===== config.mk =====
export PLATFORM = sky130hd
export DESIGN_NAME = ttx_req_gen
export DESIGN_NICKNAME = d
export VERILOG_FILES = /design/src/rtl/ttx_pkg.sv /design/src/rtl/ttx_line_window.sv /design/src/rtl/ttx_req_pulse.sv /design/src/rtl/ttx_dv_delay.sv /design/src/rtl/ttx_req_gen.sv
export SDC_FILE = /design/constraint.sdc
export NUM_CORES = 1
export LEC_CHECK = 0
export BUFFER_PORTS_ARGS = -buffer_cell sky130_fd_sc_hd__clkbuf_2
export CAP_MARGIN = 20
export CORE_ASPECT_RATIO = 1.75
export CORE_MARGIN = 1.5
export CORE_UTILIZATION = 45
export DETAILED_ROUTE_END_ITERATION = 7
export GPL_ROUTABILITY_DRIVEN = 0
export GPL_TIMING_DRIVEN = 0
export HOLD_SLACK_MARGIN = 0.12
export PLACE_DENSITY = 0.74
export SLEW_MARGIN = 20
export SYNTH_ARGS = -nofsm -noshare
export SYNTH_HDL_FRONTEND = slang
export SYNTH_SLANG_ARGS = --single-unit

===== constraint.sdc =====
create_clock -name clk -period 3.46 [get_ports clk]
set_input_delay 0.692 -clock clk [delete_from_list [all_inputs] [get_ports clk]]
set_output_delay 0.692 -clock clk [all_outputs]
set_load 0.1 [all_outputs]

===== src/rtl/ttx_pkg.sv =====
// Package: shared constants for the teletext request generator.
// Holds the line offsets that turn raw window fields into line numbers,
// and the format select encoding.
package ttx_pkg;

    // Offsets added to the first/last window fields, by line system.
    localparam int unsigned OFS_FIRST_525 = 4;
    localparam int unsigned OFS_LAST_525  = 3;
    localparam int unsigned OFS_FIRST_625 = 1;
    localparam int unsigned OFS_LAST_625  = 0;

    // Request format select.
    typedef enum logic {
        FMT_STD = 1'b0,   // NABTS or European teletext
        FMT_WST = 1'b1    // 60 Hz world-standard teletext
    } ttx_fmt_e;

endpackage


===== src/rtl/ttx_line_window.sv =====
// Module: ttx_line_window
// Works out whether the current line lies inside the request window of the
// current field parity. Both parities are compared in parallel and the result
// of the parity in use is selected. Both window ends are inclusive.
// Assumes: vcount counts from 0 at the first field sync pulse. The window
// fields are stable for a whole field.
module ttx_line_window
    import ttx_pkg::*;
#(
    parameter int VCNT_W = 10,
    parameter int LREG_W = 8
) (
    input  logic              clk,
    input  logic              rst_n,
    input  logic [VCNT_W-1:0] vcount,
    input  logic              field_odd,
    input  logic              sys525,
    input  logic [LREG_W-1:0] odd_first,
    input  logic [LREG_W-1:0] odd_last,
    input  logic [LREG_W-1:0] even_first,
    input  logic [LREG_W-1:0] even_last,
    output logic              win_now,
    output logic              win_q
);

    localparam int SUM_W = ((LREG_W > VCNT_W) ? LREG_W : VCNT_W) + 1;

    logic [LREG_W-1:0] first_cfg [2];
    logic [LREG_W-1:0] last_cfg  [2];
    logic [SUM_W-1:0]  lo_line   [2];
    logic [SUM_W-1:0]  hi_line   [2];
    logic [1:0]        hit;
    logic [SUM_W-1:0]  line_ext;
    logic [SUM_W-1:0]  ofs_first;
    logic [SUM_W-1:0]  ofs_last;

    assign first_cfg[0] = even_first;
    assign last_cfg[0]  = even_last;
    assign first_cfg[1] = odd_first;
    assign last_cfg[1]  = odd_last;

    assign line_ext  = SUM_W'(vcount);
    assign ofs_first = sys525 ? SUM_W'(OFS_FIRST_525) : SUM_W'(OFS_FIRST_625);
    assign ofs_last  = sys525 ? SUM_W'(OFS_LAST_525)  : SUM_W'(OFS_LAST_625);

    // One inclusive comparator per field parity (index 1 = odd).
    for (genvar g = 0; g < 2; g++) begin : g_par
        // Offset window bounds and membership test for this parity.
        always_comb begin
            lo_line[g] = SUM_W'(first_cfg[g]) + ofs_first;
            hi_line[g] = SUM_W'(last_cfg[g]) + ofs_last;
            hit[g]     = (line_ext >= lo_line[g]) && (line_ext <= hi_line[g]);
        end
    end

    assign win_now = hit[field_odd];

    // Register the window flag for the line_active output.
    always_ff @(posedge clk) begin
        if (!rst_n) win_q <= 1'b0;
        else        win_q <= win_now;
    end

    // An inverted window (first above last) never marks a line active.
    assert_empty_window_R5: assert property (@(posedge clk) disable iff (!rst_n)
        (lo_line[field_odd] > hi_line[field_odd]) |=> !win_q);

endmodule


===== src/rtl/ttx_req_pulse.sv =====
// Module: ttx_req_pulse
// Raises the request strobe when the horizontal count reaches the programmed
// start on a line inside the window. It then holds the strobe for a length
// chosen by the format select at the start of the pulse.
// Assumes: start + length fits inside one line, so one pulse per line.
module ttx_req_pulse
    import ttx_pkg::*;
#(
    parameter int HCNT_W  = 11,
    parameter int LEN_STD = 8,
    parameter int LEN_WST = 12
) (
    input  logic              clk,
    input  logic              rst_n,
    input  logic [HCNT_W-1:0] hcount,
    input  logic [HCNT_W-1:0] h_start,
    input  logic              win_now,
    input  logic              fmt_wst,
    output logic              req_o,
    output logic              rise_o
);

    localparam int LEN_MAX = (LEN_STD > LEN_WST) ? LEN_STD : LEN_WST;
    localparam int LEN_W   = $clog2(LEN_MAX + 1);

    ttx_fmt_e          fmt;
    logic [LEN_W-1:0]  len_sel;
    logic [LEN_W-1:0]  remain;
    logic [LEN_W-1:0]  len_l;
    logic [LEN_W-1:0]  hi_run;
    logic              start;

    assign fmt     = ttx_fmt_e'(fmt_wst);
    assign len_sel = (fmt == FMT_WST) ? LEN_W'(LEN_WST) : LEN_W'(LEN_STD);
    assign start   = win_now && (hcount == h_start) && !req_o;

    // Request state: load the length on start, count down while high.
    always_ff @(posedge clk) begin
        if (!rst_n) begin
            req_o  <= 1'b0;
            rise_o <= 1'b0;
            remain <= '0;
        end else if (req_o) begin
            rise_o <= 1'b0;
            if (remain == '0) req_o  <= 1'b0;
            else              remain <= remain - 1'b1;
        end else begin
            rise_o <= start;
            if (start) begin
                req_o  <= 1'b1;
                remain <= len_sel - 1'b1;
            end
        end
    end

    // Checker state: latched length and run of high cycles.
    always_ff @(posedge clk) begin
        if (!rst_n) begin
            len_l  <= '0;
            hi_run <= '0;
        end else if (start) begin
            len_l  <= len_sel;
            hi_run <= LEN_W'(1);
        end else if (req_o && remain != '0) begin
            hi_run <= hi_run + 1'b1;
        end
    end

    // A request only begins after a start position seen on a window line.
    assert_rise_in_window_R6: assert property (@(posedge clk) disable iff (!rst_n)
        $rose(req_o) |-> $past(win_now && (hcount == h_start)));

    // The strobe lasts exactly the length latched at its start.
    assert_req_length_R7: assert property (@(posedge clk) disable iff (!rst_n)
        $fell(req_o) |-> (hi_run == len_l));

endmodule


===== src/rtl/ttx_dv_delay.sv =====
// Module: ttx_dv_delay
// Delays the request rising-edge pulse through a tapped shift line and picks
// the tap given by the programmed delay, with a floor of 2 cycles.
// Assumes: the delay field only changes while no pulse is in flight.
module ttx_dv_delay #(
    parameter int DLY_W = 4
) (
    input  logic             clk,
    input  logic             rst_n,
    input  logic             rise_i,
    input  logic [DLY_W-1:0] dly_cfg,
    output logic             dv_o
);

    localparam int MAX_DLY = (1 << DLY_W) - 1;
    localparam int MIN_DLY = 2;
    localparam int CNT_W   = DLY_W + 1;

    logic [MAX_DLY:0] tap;
    logic [DLY_W-1:0] eff;
    logic [CNT_W-1:0] since_rise;

    assign tap[0] = rise_i;
    assign eff    = (dly_cfg < DLY_W'(MIN_DLY)) ? DLY_W'(MIN_DLY) : dly_cfg;
    assign dv_o   = tap[eff];

    // One register per delay stage.
    for (genvar k = 1; k <= MAX_DLY; k++) begin : g_stage
        // Move the pulse one stage further along.
        always_ff @(posedge clk) begin
            if (!rst_n) tap[k] <= 1'b0;
            else        tap[k] <= tap[k-1];
        end
    end

    // Checker state: cycles since the last rise pulse, saturating.
    always_ff @(posedge clk) begin
        if (!rst_n)                 since_rise <= '1;
        else if (rise_i)            since_rise <= CNT_W'(1);
        else if (since_rise != '1)  since_rise <= since_rise + 1'b1;
    end

    // The sampling enable lands exactly the effective delay after a rise.
    assert_dv_spacing_R8: assert property (@(posedge clk) disable iff (!rst_n)
        dv_o |-> (since_rise == CNT_W'(eff)));

    // The sampling enable is one cycle wide.
    assert_dv_single_R8: assert property (@(posedge clk) disable iff (!rst_n)
        dv_o |=> !dv_o);

endmodule


===== src/rtl/ttx_req_gen.sv =====
// Module: ttx_req_gen (top)
// Teletext data request timing generator. Combines the per-field line window,
// the request strobe and the delayed data sampling enable.
// Assumes: hcount/vcount come from the encoder's own timing. The register
// fields change only between fields.
module ttx_req_gen #(
    parameter int HCNT_W  = 11,
    parameter int VCNT_W  = 10,
    parameter int LREG_W  = 8,
    parameter int DLY_W   = 4,
    parameter int LEN_STD = 8,
    parameter int LEN_WST = 12
) (
    input  logic              clk,
    input  logic              rst_n,
    input  logic [HCNT_W-1:0] hcount,
    input  logic [VCNT_W-1:0] vcount,
    input  logic              field_odd,
    input  logic              sys525,
    input  logic              fmt_wst,
    input  logic [HCNT_W-1:0] h_start,
    input  logic [DLY_W-1:0]  dv_delay,
    input  logic [LREG_W-1:0] odd_first,
    input  logic [LREG_W-1:0] odd_last,
    input  logic [LREG_W-1:0] even_first,
    input  logic [LREG_W-1:0] even_last,
    output logic              ttx_req,
    output logic              data_valid,
    output logic              line_active
);

    logic win_now;
    logic rise;

    ttx_line_window #(
        .VCNT_W (VCNT_W),
        .LREG_W (LREG_W)
    ) u_win (
        .clk        (clk),
        .rst_n      (rst_n),
        .vcount     (vcount),
        .field_odd  (field_odd),
        .sys525     (sys525),
        .odd_first  (odd_first),
        .odd_last   (odd_last),
        .even_first (even_first),
        .even_last  (even_last),
        .win_now    (win_now),
        .win_q      (line_active)
    );

    ttx_req_pulse #(
        .HCNT_W  (HCNT_W),
        .LEN_STD (LEN_STD),
        .LEN_WST (LEN_WST)
    ) u_req (
        .clk     (clk),
        .rst_n   (rst_n),
        .hcount  (hcount),
        .h_start (h_start),
        .win_now (win_now),
        .fmt_wst (fmt_wst),
        .req_o   (ttx_req),
        .rise_o  (rise)
    );

    ttx_dv_delay #(
        .DLY_W (DLY_W)
    ) u_dly (
        .clk     (clk),
        .rst_n   (rst_n),
        .rise_i  (rise),
        .dly_cfg (dv_delay),
        .dv_o    (data_valid)
    );

    // Reset leaves every output low in the following cycle.
    assert_reset_idle_R1: assert property (@(posedge clk)
        !rst_n |=> (!ttx_req && !data_valid && !line_active));

    // A request never starts on a line that is not in the window.
    assert_no_req_outside_R6: assert property (@(posedge clk) disable iff (!rst_n)
        (!win_now && !ttx_req) |=> !ttx_req);

endmodule


==> key figures <==
Run status
  – Status: finished clean

Timing
  – Hold slack: 444 ps
  – Maximum clock frequency: 299 MHz
  – Endpoints failing setup: 0
  – Ratio of final minimum period to clock period: 0.966
  – Max-slew violation count: 0
  – Slew margin rel.: 0.598
  – Worst-Margin Slew: 598 ps
  – Final Hold Viols: 0
  – RSZ-0062 raised after global routing: true
  – Setup Skew: 0.941 ps
  – Tmin final: 3340 ps

Yosys
  – Post-synth EDFFs: 0
  – Yosys warnings: 0
  – Post-Synthesis Cells: 281
  – Unique masters post-synth: 47
  – Yosys reg bits: 22
  – Syn Area/Cell: 8.73 sq um
  – Syn nets: 403
  – Ys async rst share: 0
  – Post-Synthesis Cell Area: 2450 sq um
  – Top FF cell, synth: dfxtp_1
  – Post-synthesis sequential area ratio: 0.180

Global routing
  – Wire length of the first global-routing pass: 9200 microns
  – Vias in the first global route: 2,226
  – Largest net degree at the start of global routing: 13
  – Initial antenna violation count: 0
  – GRT overflow: 0
  – GRT Overall Usage: 0.198

Critical path
  – R2R Path Start: u_req.req_o
  – CP startpoint: sys525
  – Most used cell, CP: buf_4
  – WS Path Type: primary input to flip-flop
  – Critical Path Start Type: primary input
  – Worst path cell trace: buf_12 -> ha_4 -> inv_2 -> fa_2 -> nor3b_2 -> buf_4 -> xnor2_1 -> ha_1 -> nand4_1 -> o32a_1 -> o22a_2 -> nor4_4 -> buf_4 -> nor3_1 -> o21a_1
  – CP bufs+invs: 4
  – Critical path data required time: 3620 ps
  – CP max FO: 7
  – Critical path capture point type: flip-flop
  – Arrival @ worst endpoint: 3500 ps
  – CP peak stage delay: 380 ps
  – Crit path max-delay cell type: fa_2
  – Top delay family on crit path: adder cells
  – FF-to-FF setup slack: 1560 ps

Cells and area
  – Commonest non-fill, non-tap cell in the layout: clkbuf_2
  – Post-layout util: 0.580
  – Area Overhead vs Synth: 24.3%
  – Final non-filler cell total: 417
  – Nets@finish: 485
  – Layout cells sized above 1: 0.276
  – Commonest cells after routing, fill and taps aside: 71 x clkbuf_2, 44 x ha_1, 22 x dfxtp_1
  – # diodes: 0

Power and ir drop
  – Leakage Power: 1.38 nW
  – Net Switching: 0.000235 W
  – Sequential power share: 0.350
  – Int Pwr: 0.000491 W
  – VDD IR max: 0.000120 V
  – Combinational group share of total power: 0.401
  – Sw Ratio: 0.324
  – Pwr Density: 238 nW/um^2
  – Clock power frac: 0.248

Die
  – Die H: 101 microns
  – Die area: 5920 sq um
  – Initial Utilization: 0.467
  – Core Region: 5260 sq um
  – # IOs: 76
  – Num rows: 35
  – Die X-Extent: 58.8 microns

Worst hold path
  – Worst Hold Launch: u_req.rise_o
  – Worst Hold Class: flip-flop to flip-flop

Clock network
  – CTS root buffer: clkbuf_8
  – Hold_buf cts: 0
  – CTS clk-pin slew, worst paths: 70 ps
  – Clk buf depth: 2
  – CTS tree: yes
  – Htree depth: 1
  – Clock sink count: 22
  – Clk_lat worst skew: 260 ps
  – Total CTS buffers: 3

Route
  – DRT Wirelength: 5560 microns
  – Final ANT Viol Nets: 0
  – DRC violations left: 0
  – Avg Vias per Cell: 5.61
  – Iter 0 DRT Violations: 67
  – DR WL/cell: 13.3 microns
  – First-pass DRT Iterations: 4
  – Vias post-DR: 2,338

Placement
  – HPWL after DPL: 4830 microns
  – Placed cells: 408
  – IO Port Bufs: 72

Flow run
  – Max Cap Viol: 0
## sequential cells by signal, indices dropped and copies added (netlist names)
signal / cells
u_req.rise_o: 1
u_win.win_q: 1
u_req.remain: 4
u_dly.tap: 15
u_req.req_o: 1
## path summary, 6_finish.rpt
check                                        to  depth (start not counted)
worst max-delay path            u_req.remain[3]                         15
worst min-delay path               u_dly.tap[1]                          1
worst max register to register  u_req.remain[3]                          6
worst min register to register     u_dly.tap[1]                          1
## worst register-to-register path: cells and delay by family (launching register included)
family                 cells  cell delay (ps)
buffers and inverters      1              180
DFF                        1              390
AOI/OAI and AO/OA          1              170
and+or+nand+nor            4             1080
## synthesized netlist by cell type (8+ instances only)
| library cell | n | area (sq um) |
|---|---|---|
| ha_1 | 47 | 588 |
| xnor2_1 | 17 | 149 |
| nand3_1 | 11 | 55.1 |
| o21ai_0 | 10 | 50.1 |
| xor2_1 | 19 | 166 |
| dfxtp_1 | 22 | 440 |
| nor2_1 | 13 | 48.8 |
| nand2_1 | 18 | 67.6 |
| nor3_1 | 8 | 40.0 |
| and2_1 | 16 | 100 |
| inv_1 | 12 | 45.0 |
| a21oi_1 | 11 | 55.1 |
## timing repair
action	4_1_cts	5_1_grt
pin swaps	3	9
gates resized for setup	3	15
setup buffers	2	3
endpoints found under the setup margin	6	7
cloned	0	0
## metrics by stage
step                      power [W]  instance area, sq um  setup slack (ps)  setup TNS, ps
after floorplan            0.000440                  2460              31.6              0
after global placement     0.000534                  2890              -546          -2890
after detailed placement   0.000542                  2890              -599          -3150
after CTS                  0.000725                  2970             -5.43          -5.43
after global routing       0.000780                  3050             -32.4          -84.2
final                      0.000726                  3050               118              0
## per-layer routing
layer | wire [microns] | GRT usage | vias up | share of wire
li1 | - | - | 1203 | -
met1 | 2030 | 0.203 | 1074 | 0.36
met4 | 86 | 0.0629 | 0 | 0.015
met5 | 0 | 0 | - | 0
met2 | 3290 | 0.400 | 54 | 0.59
met3 | 155 | 0.0116 | 7 | 0.028
## power by group through the flow
stage          clock network (W)  logic (W)  registers [W]
2_1_floorplan                  0   0.000174       0.000266
4_1_cts                 0.000186   0.000284       0.000254
3_5_place_dp                   0   0.000282       0.000260
6_report                0.000180   0.000291       0.000254
5_1_grt                 0.000195   0.000331       0.000254
3_3_place_gp                   0   0.000273       0.000260
## cells by family (layout without fill, tap and decap cells)
group,count (synthesis),count (layout),share of synthesized area
AOI/OAI and AO/OA,51,51,0.150
xor gates and xnor gates,36,36,0.129
adders and majority gates,49,49,0.256
buffers and inverters,17,98,0.0291
DFF,22,22,0.179
muxes,4,4,0.0168
and+or+nand+nor,102,102,0.240
## cell type report
cell class,count,area (sq um)
Timing Repair Buffer,77,413
Multi-Input combinational cell,242,2000
Sequential cell,22,440
Inverter,12,45.0
Clock buffer,4,55.1
Buffer,5,26.3
Fill cell,458,2210
Tap cell,55,68.8
Power figures use the tool's default switching activity.
